[src/rtl/trap_pkg.sv]
package trap_pkg;
   // Cause codes; the vectored entry offset depends on these values.
   typedef enum logic {
      CAUSE_UNDEF = 1'b0,
      CAUSE_OVF   = 1'b1
   } trap_cause_e;
endpackage

[src/rtl/trap_arbiter.sv]
module trap_arbiter #(
   parameter int PC_W = 32
) (
   input  logic             id_undef_i,
   input  logic [PC_W-1:0]  id_pc_i,
   input  logic             ex_ovf_i,
   input  logic [PC_W-1:0]  ex_pc_i,
   output logic             take_o,
   output trap_pkg::trap_cause_e cause_o,
   output logic [PC_W-1:0]  fault_pc_o,
   output logic             fl_ifid_o,
   output logic             fl_idex_o,
   output logic             fl_exmem_o,
   output logic             inhibit_o
);
   import trap_pkg::*;

   // Execute holds the older instruction, so it wins.
   always_comb begin
      take_o     = id_undef_i | ex_ovf_i;
      cause_o    = CAUSE_UNDEF;
      fault_pc_o = id_pc_i;
      fl_ifid_o  = 1'b0;
      fl_idex_o  = 1'b0;
      fl_exmem_o = 1'b0;
      inhibit_o  = 1'b0;
      if (ex_ovf_i) begin
         cause_o    = CAUSE_OVF;
         fault_pc_o = ex_pc_i;
         fl_ifid_o  = 1'b1;
         fl_idex_o  = 1'b1;
         fl_exmem_o = 1'b1;
         inhibit_o  = 1'b1;
      end else if (id_undef_i) begin
         fl_ifid_o  = 1'b1;
         fl_idex_o  = 1'b1;
      end
   end
endmodule

[src/rtl/trap_target.sv]
module trap_target #(
   parameter int          PC_W       = 32,
   parameter bit          VEC_EN     = 1'b1,
   parameter logic [31:0] FIX_ENTRY  = 32'h8000_0180,
   parameter logic [31:0] VEC_BASE   = 32'hC000_0000,
   parameter int          STRIDE_LG2 = 5
) (
   input  logic                  vec_mode_i,
   input  trap_pkg::trap_cause_e cause_i,
   output logic [PC_W-1:0]       entry_o
);
   localparam logic [PC_W-1:0] FIX_P  = PC_W'(FIX_ENTRY);
   localparam logic [PC_W-1:0] BASE_P = PC_W'(VEC_BASE);

   generate
      if (VEC_EN) begin : g_vec
         logic [PC_W-1:0] offs;
         assign offs    = PC_W'(cause_i) << STRIDE_LG2;
         assign entry_o = vec_mode_i ? (BASE_P + offs) : FIX_P;
      end else begin : g_fix
         assign entry_o = FIX_P;
      end
   endgenerate
endmodule

[src/rtl/trap_regs.sv]
module trap_regs #(
   parameter int PC_W        = 32,
   parameter int INSTR_BYTES = 4
) (
   input  logic                  clk,
   input  logic                  rst_n,
   input  logic                  take_i,
   input  trap_pkg::trap_cause_e cause_i,
   input  logic [PC_W-1:0]       fault_pc_i,
   output logic [PC_W-1:0]       epc_o,
   output logic                  cause_o
);
   localparam logic [PC_W-1:0] STEP = PC_W'(INSTR_BYTES);

   always_ff @(posedge clk) begin
      if (!rst_n) begin
         epc_o   <= '0;
         cause_o <= 1'b0;
      end else if (take_i) begin
         epc_o   <= fault_pc_i + STEP;
         cause_o <= cause_i;
      end
   end
endmodule

[src/rtl/trap_unit.sv]
module trap_unit #(
   parameter int          PC_W        = 32,
   parameter int          INSTR_BYTES = 4,
   parameter bit          VEC_EN      = 1'b1,
   parameter logic [31:0] FIX_ENTRY   = 32'h8000_0180,
   parameter logic [31:0] VEC_BASE    = 32'hC000_0000,
   parameter int          STRIDE_LG2  = 5
) (
   input  logic            clk,
   input  logic            rst_n,
   input  logic            vec_mode_i,
   input  logic            id_undef_i,
   input  logic [PC_W-1:0] id_pc_i,
   input  logic            ex_ovf_i,
   input  logic [PC_W-1:0] ex_pc_i,
   input  logic            br_take_i,
   input  logic [PC_W-1:0] br_target_i,
   output logic            flush_ifid_o,
   output logic            flush_idex_o,
   output logic            flush_exmem_o,
   output logic            wr_inhibit_o,
   output logic            redir_valid_o,
   output logic [PC_W-1:0] redir_pc_o,
   output logic [PC_W-1:0] epc_o,
   output logic            cause_o
);
   if (PC_W < 8 || PC_W > 64) begin : g_bad_pcw
      $error("trap_unit: PC_W out of range");
   end
   if (STRIDE_LG2 < 2 || STRIDE_LG2 >= PC_W) begin : g_bad_stride
      $error("trap_unit: STRIDE_LG2 out of range");
   end
   if (INSTR_BYTES < 1) begin : g_bad_step
      $error("trap_unit: INSTR_BYTES must be positive");
   end

   logic                  take;
   trap_pkg::trap_cause_e sel_cause;
   logic [PC_W-1:0]       fault_pc;
   logic [PC_W-1:0]       entry;

   trap_arbiter #(.PC_W(PC_W)) u_arb (
      .id_undef_i (id_undef_i),
      .id_pc_i    (id_pc_i),
      .ex_ovf_i   (ex_ovf_i),
      .ex_pc_i    (ex_pc_i),
      .take_o     (take),
      .cause_o    (sel_cause),
      .fault_pc_o (fault_pc),
      .fl_ifid_o  (flush_ifid_o),
      .fl_idex_o  (flush_idex_o),
      .fl_exmem_o (flush_exmem_o),
      .inhibit_o  (wr_inhibit_o)
   );

   trap_target #(
      .PC_W(PC_W), .VEC_EN(VEC_EN), .FIX_ENTRY(FIX_ENTRY),
      .VEC_BASE(VEC_BASE), .STRIDE_LG2(STRIDE_LG2)
   ) u_tgt (
      .vec_mode_i (vec_mode_i),
      .cause_i    (sel_cause),
      .entry_o    (entry)
   );

   trap_regs #(.PC_W(PC_W), .INSTR_BYTES(INSTR_BYTES)) u_regs (
      .clk        (clk),
      .rst_n      (rst_n),
      .take_i     (take),
      .cause_i    (sel_cause),
      .fault_pc_i (fault_pc),
      .epc_o      (epc_o),
      .cause_o    (cause_o)
   );

   // A fault replaces any branch redirect of the same cycle.
   assign redir_valid_o = take | br_take_i;
   assign redir_pc_o    = take ? entry : br_target_i;
endmodule

[config.mk]
export PLATFORM = sky130hd
export DESIGN_NAME = trap_unit
export DESIGN_NICKNAME = d
export VERILOG_FILES = /design/src/rtl/trap_pkg.sv /design/src/rtl/trap_arbiter.sv /design/src/rtl/trap_target.sv /design/src/rtl/trap_regs.sv /design/src/rtl/trap_unit.sv
export SDC_FILE = /design/constraint.sdc
export NUM_CORES = 1
export LEC_CHECK = 0
export BUFFER_PORTS_ARGS = -buffer_cell sky130_fd_sc_hd__buf_2
export CORE_ASPECT_RATIO = 2
export CORE_MARGIN = 5
export CORE_UTILIZATION = 46
export CTS_CLUSTER_SIZE = 28
export DETAILED_ROUTE_END_ITERATION = 12
export PLACE_DENSITY = 0.83
export RECOVER_POWER = 25
export REMOVE_ABC_BUFFERS = 1
export SLEW_MARGIN = 5
export SYNTH_ARGS = -nofsm -noshare
export SYNTH_HDL_FRONTEND = slang
export SYNTH_SLANG_ARGS = --single-unit
[constraint.sdc]
create_clock -name clk -period 12.76 [get_ports clk]
set_input_delay 3.828 -clock clk [delete_from_list [all_inputs] [get_ports clk]]
set_output_delay 3.828 -clock clk [all_outputs]
set_load 0.1 [all_outputs]
-- After elaboration in Yosys (flattened, before gate mapping)
Cells that the tools add are included.
- add/sub/neg operators: 2
- mux-type cells: 6
- bitwise gates (word level): 2
- operator list (operator ; count):
    $mux 32 ; 3
    $add 31x7->32 const A ; 1
    $add 32x3->32 const B ; 1
    $mux 1 ; 3
    $or 1x1->1 ; 2
- bits in registers: 33
- input bits: 102
- output and inout port bits: 70
- logic and storage cells: 12

-- Depth between registers and ports, before layout
- word-level depth: 4
- gate-level depth with buffers: 15
- depth with buffers taken out: 7

-- Hierarchy
A second synthesis with hierarchy kept.
- cell total of the unflattened synthesis: 322
- area total of the unflattened synthesis: 3110.5 um2
- modules (own cells, without submodules) (module ; instances ; cells an instance ; area an instance (um2) ; sequential area each (um2)):
    trap_regs ; 1 ; 209 ; 1736.7 ; 660.6
    trap_arbiter ; 1 ; 42 ; 584.3 ; 0.0
    trap_unit ; 1 ; 37 ; 546.8 ; 0.0
    trap_target ; 1 ; 34 ; 242.7 ; 0.0

-- Least setup slack after synthesis
Ideal clock, no wire load.
- kind: input-to-output
- start point: input ex_ovf_i
- end point: output redir_pc_o[7]
- arrival: 6.501 ns
- required time: 8.932 ns
- slack: 2.431 ns
- stages on the path: 5
- path buffers: 3
- path through: buf_6 buf_6 nor2_1 clkbuf_1 o21ai_0
- longest elaborated chain between the ends: 4
- elaborated cells on any way between the ends: 5
- classes of those cells: add/sub (1); mux (3); bitwise (1)
- RTL lines (element ; RTL line ; RTL):
    start, declared ; trap_unit.sv:14 ; input logic ex_ovf_i,
    $mux 1 ; trap_arbiter.sv:27 ; if (ex_ovf_i) begin
    $add 31x7->32 ; trap_target.sv:19 ; assign entry_o = vec_mode_i ? (BASE_P + offs) : FIX_P;
    $mux 32 ; trap_target.sv:19 ;
    $mux 32 (*) ; trap_unit.sv:77 ; assign redir_pc_o = take ? entry : br_target_i;
    end, declared ; trap_unit.sv:23 ; output logic [PC_W-1:0] redir_pc_o,
Every way passes the cells marked *; elsewhere a longest branch is shown, timed or not.

-- Worst setup path after layout
- start point: input ex_ovf_i
- end point: output flush_idex_o
- longest elaborated chain between the ends: 1
- RTL lines (element ; RTL line ; RTL):
    $mux 1 ; trap_arbiter.sv:27 ;
    end, declared ; trap_unit.sv:19 ; output logic flush_idex_o,
No other way between the ends.

==> results by group <==
Die
  • # rows: 39
  • Core area: between 5000 and 6000 um^2
  • Area of the die: about 7400 um^2
  • Die width: approximately 64 um
  • Io pins: between 150 and 200
  • Starting Density: 0.466
  • Die Y: between 100 and 150 um

Yosys
  • Post-Syn Instances: 340
  • Post-synthesis sequential area ratio: 0.251
  • Number of synthesized flops with an enable pin: 0
  • Unique masters post-synth: between 50 and 60
  • Mapped Area: about 2600 um^2
  • Flops & latches, synth: 33
  • Top FF cell, synth: dfxtp_1
  • Yosys warning total: 0
  • Mapped Avg Cell Area: roughly 7.8 um^2
  • Asr flop ratio synth: 0

Finish
  • Most frequent cells in the layout: buf_2, nand2_1, nand3_1
  • Total inserted antenna cells: 0
  • Final core utilization: 0.633
  • Filler cells: roughly 540
  • Commonest non-fill, non-tap cell in the layout: buf_2
  • Layout cells sized above 1: 0.344
  • Nets@finish: 600
  • Synthesis-to-layout area growth: 36.0%

Route
  • DR iter-0 viols: 206
  • Via count: 3176
  • Vias/cell: 5.69
  • Routed Wire Length: 9070 um
  • Detailed-route DRC error count: 0
  • WL/cell: 16.3 um
  • Final ANT Viol Nets: 0
  • First-pass DRT Iterations: 4

Critical path
  • CP top delay family: buffers and inverters
  • Slowest stage delay, CP: between 400 and 500 ps
  • R2r worst-path depth: 2
  • Buf/Inv on CP: 5
  • Critical path peak fanout: a little over 80
  • Critical path capture point type: primary output
  • Worst-path cell chain: buf_2 -> buf_4 -> nor2_4 -> buf_4 -> clkinv_1 -> buf_2
  • Crit-path slowest cell: nor2_4
  • Setup CP Type: in -> out
  • WP data arrival: approximately 5800 ps
  • Worst endpoint required time: 8930 ps
  • WP depth: 6
  • Nature of the critical path startpoint: primary input

STA
  • Fmax: ~100 MHz
  • Hold_ws: around 470 ps
  • Slew margin rel.: 0.207
  • Final Max Tran Viols: 0
  • RSZ-0062 raised after global routing: false
  • Final Hold Viols: 0
  • Setup violators final: 0
  • Final period utilization: 0.756
  • Min Tclk post-route: around 9600 ps
  • Setup TNS: 0 ps
  • Worst slew pin tran: between 1000 and 1500 ps
  • Layout Skew: 0 ps

Global routing
  • Initial antenna violation count: 0
  • First-pass GRT wire length: approximately 14000 um
  • GRT overflow: 0
  • Total GRT Usage: 0.225
  • Largest net degree at the start of global routing: 82
  • Vias in the first global route: ~3000

Clocking
  • CTS Buf Count: 5
  • Max Buffers Root-to-Sink: 2
  • CTS H-Tree Depth: 2
  • Clk sink count: 33
  • # resized after CTS: 0
  • Worst-path clk slew: approximately 50 ps
  • Clk_lat worst skew: 270 ps
  • Hold_buf cts: 0
  • Post-CTS setup buffer count: 0
  • Root buf cell: clkbuf_16
  • CTS tree: built

Job
  • Max-Cap Viols: 0

Place
  • DP Wirelength: approximately 7000 um
  • Port-buffer cells: 171
  • GP Congestion: just over 0.9

Pwr
  • Pwr per Cell Area: approximately 120 nW/um^2
  • Final Power: around 400 uW
  • Leakage: between 0.0015 and 0.002 uW
  • Worst vdd ir: about 0.000088 V

Outcome
  • Status: complete, no violations

Min path
  • Hold Crit Class: reg -> reg
  • Min-Delay Path Depth: 1
registers in the layout, summed over array words and instances (netlist names):
register	flops
u_regs.epc_o	32
u_regs.cause_o	1
per-layer routing:
metal	global-route usage	routed length, um	vias up
met3	0.0487	646	19
li1	-	-	1564
met2	0.437	5010	130
met1	0.217	3160	1463
met4	0.115	257	0
met5	0	0	-
final cells by class:
class	count	area [um^2]	area share
multi-input cells	280	1850	0.516
repair buffers	173	841	0.235
flip-flops and latches	33	661	0.184
clock buffers	7	143	0.0398
well taps	61	76.3	0.0213
inverters	4	15.0	0.00419
cells in the mapped netlist, drive strengths merged, types with 2 or more instances:
cell	instances	share of area
and2	32	0.076
inv	3	0.0043
a31oi	2	0.0047
or4	5	0.014
xnor2	11	0.037
mux2	10	0.043
a21boi	2	0.0057
xor2	6	0.020
mux2i	20	0.076
dfxtp	33	0.25
a22oi	6	0.017
clkbuf	12	0.017
nand3	36	0.072
or3	4	0.0095
nor3	2	0.0038
o21ai	24	0.046
o211ai	3	0.0085
a311o	2	0.0076
nor2	11	0.016
nand2	42	0.060
nand4b	7	0.023
a211oi	4	0.013
o211a	3	0.011
o21a	3	0.0085
a32o	2	0.0076
o31ai	3	0.0085
nor2b	3	0.0071
buf	11	0.028
nand4	9	0.024
and3	2	0.0047
nand3b	5	0.019
a21oi	9	0.017
cells by family after synthesis:
| group | Yosys count | share of synthesized area |
|---|---|---|
| xor+xnor | 17 | 0.0565 |
| mux | 30 | 0.119 |
| compound gates | 71 | 0.181 |
| flops | 33 | 0.251 |
| simple gates | 161 | 0.337 |
| buf+inv | 27 | 0.0508 |
| fa+ha+maj | 1 | 0.00475 |
final timing paths:
check,startpoint,end,slack (ps)
max,ex_ovf_i,flush_idex_o,3120
min,u_regs.epc_o[28],u_regs.epc_o[28],470
max reg2reg,u_regs.epc_o[8],u_regs.epc_o[8],11780
min reg2reg,u_regs.epc_o[28],u_regs.epc_o[28],470
power by group:
group          internal, uW  total (uW)  switching (uW)
sequential              111         116            4.21
combinational          38.5         177             138
clock                  76.6         120            43.6
total                   226         412             186
stage by stage:
| step | cells | setup slack [ps] | area, um^2 |
|---|---|---|---|
| detailed placement | 551 | 3110 | 3470 |
| global placement | 551 | 3140 | 3470 |
| global route | 558 | 2940 | 3580 |
| floorplan | 317 | 1750 | 2520 |
| finish | 558 | 3120 | 3580 |
| CTS | 558 | 3090 | 3610 |
Power figures use the tool's default switching activity.
